--- src/rtl/adc_scan_pkg.sv ---
package adc_scan_pkg;
    typedef enum logic [1:0] {
        ST_IDLE,
        ST_LAUNCH,
        ST_WAIT,
        ST_DRAIN
    } scan_state_t;
endpackage

--- src/rtl/adc_scan_seq.sv ---
module adc_scan_seq
    import adc_scan_pkg::*;
#(
    parameter int GRP_SIZE = 4,
    parameter int NUM_GRP  = 3,
    localparam int IDX_W   = $clog2(GRP_SIZE),
    localparam int GRP_W   = $clog2(NUM_GRP),
    localparam int CH_W    = $clog2(GRP_SIZE * NUM_GRP)
) (
    input  logic             clk,
    input  logic             rst_n,
    input  logic             start_q,
    input  logic [1:0]       mode_i,
    input  logic [IDX_W-1:0] cnt_sel_i,
    input  logic             conv_done_i,
    output logic             conv_start_o,
    output logic [CH_W-1:0]  conv_ch_o,
    output logic             res_we_o,
    output logic             grp_done_o
);
    scan_state_t      state_q, state_d;
    logic [IDX_W-1:0] idx_q, idx_d;
    logic [GRP_W-1:0] grp_q, grp_d;
    logic             idx_last, grp_last, accept;

    assign idx_last = (idx_q >= cnt_sel_i);
    assign grp_last = ((int'(grp_q) + 1) >= int'(mode_i));
    assign accept   = (state_q == ST_WAIT) && conv_done_i && start_q;

    // next-state and channel pointer
    always_comb begin
        state_d = state_q;
        idx_d   = idx_q;
        grp_d   = grp_q;
        unique case (state_q)
            ST_IDLE: begin
                idx_d = '0;
                grp_d = '0;
                if (start_q && (mode_i != 2'b00)) state_d = ST_LAUNCH;
            end
            ST_LAUNCH: begin
                if (start_q) begin
                    state_d = ST_WAIT;
                end else begin
                    state_d = ST_IDLE;
                    idx_d   = '0;
                    grp_d   = '0;
                end
            end
            ST_WAIT: begin
                if (conv_done_i) begin
                    if (start_q) begin
                        state_d = ST_LAUNCH;
                        if (idx_last) begin
                            idx_d = '0;
                            grp_d = grp_last ? '0 : grp_q + 1'b1;
                        end else begin
                            idx_d = idx_q + 1'b1;
                        end
                    end else begin
                        state_d = ST_IDLE;
                        idx_d   = '0;
                        grp_d   = '0;
                    end
                end else if (!start_q) begin
                    state_d = ST_DRAIN;
                end
            end
            ST_DRAIN: begin
                if (conv_done_i) begin
                    state_d = ST_IDLE;
                    idx_d   = '0;
                    grp_d   = '0;
                end
            end
            default: state_d = ST_IDLE;
        endcase
    end

    // state register
    always_ff @(posedge clk or negedge rst_n) begin
        if (!rst_n) begin
            state_q <= ST_IDLE;
            idx_q   <= '0;
            grp_q   <= '0;
        end else begin
            state_q <= state_d;
            idx_q   <= idx_d;
            grp_q   <= grp_d;
        end
    end

    // outputs
    always_comb begin
        conv_start_o = 1'b0;
        res_we_o     = 1'b0;
        grp_done_o   = 1'b0;
        unique case (state_q)
            ST_IDLE:   ;
            ST_LAUNCH: conv_start_o = start_q;
            ST_WAIT: begin
                res_we_o   = accept;
                grp_done_o = accept && idx_last;
            end
            ST_DRAIN:  ;
            default:   ;
        endcase
    end

    assign conv_ch_o = CH_W'(grp_q) * CH_W'(GRP_SIZE) + CH_W'(idx_q);

    AST_START_PULSE: assert property (@(posedge clk) disable iff (!rst_n)
        conv_start_o |=> !conv_start_o);
    AST_IDX_IN_RANGE: assert property (@(posedge clk) disable iff (!rst_n)
        conv_start_o |-> (idx_q <= cnt_sel_i));
    AST_IDLE_AT_ZERO: assert property (@(posedge clk) disable iff (!rst_n)
        (state_q == ST_IDLE) |-> (conv_ch_o == '0));
    AST_DRAIN_DISCARD: assert property (@(posedge clk) disable iff (!rst_n)
        (state_q == ST_DRAIN && conv_done_i) |=> (!conv_start_o && state_q == ST_IDLE));
    AST_NO_START_MODE0: assert property (@(posedge clk) disable iff (!rst_n)
        (state_q == ST_IDLE && mode_i == 2'b00) |=> !conv_start_o);
endmodule

--- src/rtl/adc_scan_results.sv ---
module adc_scan_results #(
    parameter int NUM_CH = 12,
    parameter int RES_W  = 10,
    localparam int CH_W  = $clog2(NUM_CH)
) (
    input  logic             clk,
    input  logic             rst_n,
    input  logic             we_i,
    input  logic [CH_W-1:0]  wr_ch_i,
    input  logic [RES_W-1:0] wr_data_i,
    input  logic [CH_W-1:0]  rd_ch_i,
    output logic [RES_W-1:0] rd_data_o
);
    logic [RES_W-1:0] res_q [NUM_CH];

    for (genvar c = 0; c < NUM_CH; c++) begin : g_res
        always_ff @(posedge clk or negedge rst_n) begin
            if (!rst_n)
                res_q[c] <= '0;
            else if (we_i && (wr_ch_i == CH_W'(c)))
                res_q[c] <= wr_data_i;
        end
    end

    always_comb begin
        rd_data_o = '0;
        for (int c = 0; c < NUM_CH; c++)
            if (rd_ch_i == CH_W'(c)) rd_data_o = res_q[c];
    end
endmodule

--- src/rtl/adc_scan_flag.sv ---
module adc_scan_flag (
    input  logic clk,
    input  logic rst_n,
    input  logic set_i,
    input  logic rd_i,
    input  logic wr0_i,
    input  logic dma_ack_i,
    input  logic irq_en_i,
    output logic flag_o,
    output logic irq_o
);
    logic flag_q, armed_q, irq_q;
    logic clr, flag_d, armed_d;

    assign clr    = (wr0_i && armed_q) || dma_ack_i;
    assign flag_d = set_i || (flag_q && !clr);

    always_comb begin
        armed_d = armed_q;
        if (wr0_i)
            armed_d = 1'b0;
        else if (rd_i && flag_q)
            armed_d = 1'b1;
        if (!flag_d)
            armed_d = 1'b0;
    end

    always_ff @(posedge clk or negedge rst_n) begin
        if (!rst_n) begin
            flag_q  <= 1'b0;
            armed_q <= 1'b0;
            irq_q   <= 1'b0;
        end else begin
            flag_q  <= flag_d;
            armed_q <= armed_d;
            irq_q   <= flag_d && irq_en_i;
        end
    end

    assign flag_o = flag_q;
    assign irq_o  = irq_q;

    AST_FLAG_SET_WINS: assert property (@(posedge clk) disable iff (!rst_n)
        set_i |=> flag_q);
    AST_IRQ_FOLLOWS_FLAG: assert property (@(posedge clk) disable iff (!rst_n)
        irq_o |-> flag_o);
    AST_DMA_CLEARS: assert property (@(posedge clk) disable iff (!rst_n)
        (dma_ack_i && !set_i) |=> !flag_q);
    AST_UNARMED_WR0_KEEPS: assert property (@(posedge clk) disable iff (!rst_n)
        (flag_q && wr0_i && !armed_q && !dma_ack_i) |=> flag_q);
endmodule

--- src/rtl/adc_scan_ctrl.sv ---
module adc_scan_ctrl #(
    parameter int GRP_SIZE = 4,
    parameter int NUM_GRP  = 3,
    parameter int RES_W    = 10,
    localparam int NUM_CH  = GRP_SIZE * NUM_GRP,
    localparam int IDX_W   = $clog2(GRP_SIZE),
    localparam int CH_W    = $clog2(NUM_CH)
) (
    input  logic             clk,
    input  logic             rst_n,
    input  logic [1:0]       mode_i,
    input  logic [IDX_W-1:0] cnt_sel_i,
    input  logic             start_wr_i,
    input  logic             start_wdata_i,
    input  logic             irq_en_i,
    input  logic             flag_rd_i,
    input  logic             flag_wr0_i,
    input  logic             dma_ack_i,
    output logic             conv_start_o,
    output logic [CH_W-1:0]  conv_ch_o,
    input  logic             conv_done_i,
    input  logic [RES_W-1:0] conv_data_i,
    input  logic [CH_W-1:0]  rd_ch_i,
    output logic [RES_W-1:0] rd_data_o,
    output logic             start_o,
    output logic             flag_o,
    output logic             irq_o
);
    logic start_q;
    logic res_we, grp_done;

    always_ff @(posedge clk or negedge rst_n) begin
        if (!rst_n)
            start_q <= 1'b0;
        else if (start_wr_i)
            start_q <= start_wdata_i;
    end

    assign start_o = start_q;

    adc_scan_seq #(.GRP_SIZE(GRP_SIZE), .NUM_GRP(NUM_GRP)) u_seq (
        .clk          (clk),
        .rst_n        (rst_n),
        .start_q      (start_q),
        .mode_i       (mode_i),
        .cnt_sel_i    (cnt_sel_i),
        .conv_done_i  (conv_done_i),
        .conv_start_o (conv_start_o),
        .conv_ch_o    (conv_ch_o),
        .res_we_o     (res_we),
        .grp_done_o   (grp_done)
    );

    adc_scan_results #(.NUM_CH(NUM_CH), .RES_W(RES_W)) u_res (
        .clk       (clk),
        .rst_n     (rst_n),
        .we_i      (res_we),
        .wr_ch_i   (conv_ch_o),
        .wr_data_i (conv_data_i),
        .rd_ch_i   (rd_ch_i),
        .rd_data_o (rd_data_o)
    );

    adc_scan_flag u_flag (
        .clk       (clk),
        .rst_n     (rst_n),
        .set_i     (grp_done),
        .rd_i      (flag_rd_i),
        .wr0_i     (flag_wr0_i),
        .dma_ack_i (dma_ack_i),
        .irq_en_i  (irq_en_i),
        .flag_o    (flag_o),
        .irq_o     (irq_o)
    );

    AST_START_SW_ONLY: assert property (@(posedge clk) disable iff (!rst_n)
        !start_wr_i |=> $stable(start_q));
endmodule

--- config.mk ---
export PLATFORM = sky130hd
export DESIGN_NAME = adc_scan_ctrl
export DESIGN_NICKNAME = d
export VERILOG_FILES = /design/src/rtl/adc_scan_pkg.sv /design/src/rtl/adc_scan_seq.sv /design/src/rtl/adc_scan_results.sv /design/src/rtl/adc_scan_flag.sv /design/src/rtl/adc_scan_ctrl.sv
export SDC_FILE = /design/constraint.sdc
export NUM_CORES = 1
export LEC_CHECK = 0
export ABC_AREA = 1
export BUFFER_PORTS_ARGS = -buffer_cell sky130_fd_sc_hd__buf_2
export CORE_MARGIN = 2
export CORE_UTILIZATION = 50
export DETAILED_ROUTE_END_ITERATION = 16
export GPL_TIMING_DRIVEN = 0
export HOLD_SLACK_MARGIN = 0.08
export PLACE_DENSITY = 0.71
export SETUP_SLACK_MARGIN = 0.5
export SYNTH_ARGS = -nofsm -noshare
export SYNTH_HDL_FRONTEND = slang
export SYNTH_HIERARCHICAL = 1
export SYNTH_SLANG_ARGS = --single-unit
--- constraint.sdc ---
create_clock -name clk -period 1.9 [get_ports clk]
set_clock_uncertainty 0.05 [all_clocks]
set_input_delay 0.285 -clock clk [delete_from_list [all_inputs] [get_ports clk]]
set_output_delay 0.285 -clock clk [all_outputs]
set_load 0.01 [all_outputs]
==> results by group <==
Outcome
  • Outcome: finished, violations left
  • Failing checks: setup timing

Detailed routing
  • DR vias: 6345
  • Vias per inst: ~6.0
  • DR iter-0 viols: 680
  • Routed len/inst: roughly 21 µm
  • 1st-pass router iterations: 8
  • Final WL: roughly 22000 µm
  • Antenna viol nets, final: 0
  • Drt drc: 0

Setup path
  • Worst R2R Path Depth: 10
  • R2R Setup Slk: -60 ps
  • Critical path launch point type: flop
  • RR Endpoint: u_res/res_q[44]
  • Critical Path AT: 1780 ps
  • Crit path launch: u_res/res_q[101]
  • Critical path type: flop to primary output
  • CP Capture Type: primary output
  • Setup crit end: rd_data_o[1]
  • RR Startpoint: start_o
  • CP required: 1560 ps
  • Max FO, Critical Path: 2

Pwr
  • Pleak: around 4.3 nW
  • Maximum VDD drop: between 0.6 and 0.7 mV
  • Total Power: roughly 8 mW
  • PwrDens: roughly 840 mW/mm²

Clock tree
  • Root buf cell: clkbuf_16
  • CTS tree: done
  • Worst-path clk slew: around 60 ps
  • CTS Buffer Depth: 2
  • Total CTS buffers: 17
  • Clock Latency Late Sink: about 420 ps
  • H-tree depth: 4
  • Clk sinks: 130

Final layout
  • Area of the multi-input gates: ~0.0037 mm²
  • Finished Layout Cells: 1053
  • Core Util, Final: a little under 80%
  • Most common cell after layout, fill and taps aside: dfrtp_1
  • Layout Nets: 925
  • Fillcell total: approximately 640
  • P&R area growth vs syn: 53.4%
  • Total area of sequential cells: roughly 0.0033 mm²
  • Antenna diode count: 0
  • Share of cells above drive strength 1: between 40% and 50%
  • Most frequent cells in the layout: 124 x dfrtp_1, 116 x nand2_1, 75 x nand2_2, 71 x o21ai_2, 59 x nand2_4
  • Post-route cell area: ~0.0094 mm²

Placed design
  • Final Wtd Congestion: between 0.8 and 0.9
  • Placed cell area: approximately 0.0068 mm²
  • Pre-CTS setup slack: -223 ps
  • DP Cell Count: 972
  • Post-DP HPWL: about 11000 µm
  • PortBufs: 44

Timing
  • Rel. slew slack: a little over two fifths
  • PnR worst setup slack: -217 ps
  • Fin Setup TNS: -1800 ps
  • Hold slack: a little over 100 ps
  • Final hold violations: 0
  • Max-slew violations: 0
  • F_max: approximately 470 MHz
  • RSZ-0062 raised after global routing: yes
  • Worst Tran Pin Value: between 800 and 900 ps
  • Final Cycle Share: 111%
  • Setup violations, final: 31
  • Fin crit period: 2120 ps

Floorplanning
  • Die Ht: 115 µm
  • I/O pin count: 45
  • Core region area: 0.0120 mm²
  • Die ar.: 0.0131 mm²
  • Die Span X: 115 µm
  • Initial Utilization: between 50% and 60%
  • Rows: 40

Global route
  • Total GRT Usage: a little under a third
  • Largest net degree at the start of global routing: ~110
  • First-pass GRT wire length: ~32000 µm
  • Initial antenna violation count: 0
  • Gr ovfl total: 0
  • Number of global-route vias before repair: approximately 6200

Synthesis
  • Number of synthesis warnings: 6
  • Syn Area/Cell: about 7.8 µm²
  • Synth Net Count: a little over 800
  • Synth cell types: 22
  • Sequential-to-total area share from yosys stat: a little over half
  • Synthesized cell area: about 0.006 mm²
  • Synthesized flop and latch total: 130
  • Post-Synthesis Cells: between 700 and 800

Job
  • Max-cap violations: 0

Worst hold path
  • Min-delay worst type: input pin to flop
## per-layer routing
layer  GRT usage [%]  share of wire (%)  up-vias
li1                -                  -     2729
met1            40.3                 38     3138
met2            53.6                 50      385
met3            5.88                8.0       93
met4            13.1                4.5        0
met5               0                  0        -
## sequential cells by signal (all words and copies together), names as in the netlist
register / count
start_o: 1
u_flag/flag_o: 1
u_res/res_q: 120
u_flag/armed_q: 1
u_flag/irq_o: 1
u_seq/grp_q: 2
u_seq/idx_q: 2
u_seq/state_q: 2
## cell usage after synthesis
cell	instances	area share, %
or2_2	3	0.31
nor2_4	3	0.55
or2_0	1	0.10
fa_1	1	0.33
buf_2	4	0.33
or2_1	5	0.51
ha_1	4	0.82
nor2_1	51	3.1
a31oi_1	1	0.10
nand3_1	58	4.8
o21ai_0	123	10
nand3_2	2	0.33
clkbuf_1	36	2.2
a21oi_2	2	0.29
nor3_1	3	0.25
a21oi_1	5	0.41
dfrtp_1	130	53
inv_2	7	0.43
inv_1	69	4.2
nor2_2	5	0.51
nand4_1	15	1.5
nand2_1	252	15
## cells by family (layout without fill, tap and decap cells)
family / Yosys count / count (layout) / share of synthesized area [%]
flip-flops: 130 / 130 / 53.3
AND/OR/NAND/NOR: 398 / 398 / 27.5
buffers and inverters: 116 / 242 / 7.21
adder cells (fa/ha/maj): 5 / 5 / 1.15
AO/OA/AOI/OAI: 131 / 131 / 10.9
## repair_timing
action | in CTS | in global routing
gates cloned | 12 | 3
buffers inserted | 22 | 7
gates resized for setup | 304 | 221
hold buffers | 5 | 0
pin swaps | 45 | 31
setup endpoints to repair | 140 | 141
endpoints found under the hold margin | 28 | 0
## critical path, cell delays in order (launching register included)
cell and delay, ps:
dfrtp_1 380, nand3_1 90, nand2_1 50, nor2_1 100
nand4_1 140, nand2_1 110, nand3_1 70, nor2_1 160
nand3_1 110, buf_2 150
## cell type report
cell class	count	share of cell area, %
inverter	76	3.31
multi-input combinational	534	39.1
buffer	40	5.41
clock inverter	11	1.71
tap	147	1.96
sequential	130	34.8
clock buffer	21	4.81
timing repair buffer	94	8.87
## worst min path at each step
stage | from | end | slack, ps | depth (start not counted)
after floorplan | rst_n | start_o | -60 | 0
after global placement | u_res/res_q[28] | u_res/res_q[28] | 410 | 2
after detailed placement | rst_n | u_res/res_q[95] | 120 | 1
after CTS | flag_wr0_i | u_flag/armed_q | 90 | 4
after global routing | flag_wr0_i | u_flag/armed_q | 110 | 4
final | flag_wr0_i | u_flag/armed_q | 100 | 4
## power breakdown
group / internal (mW) / leakage [nW] / switching (mW)
sequential: 2.95 / 1.79 / 0.166
combinational: 0.550 / 2.26 / 0.757
clock: 2.22 / 0.297 / 1.21
total: 5.71 / 4.35 / 2.13
No activity file was read; power rests on OpenSTA's default activity.
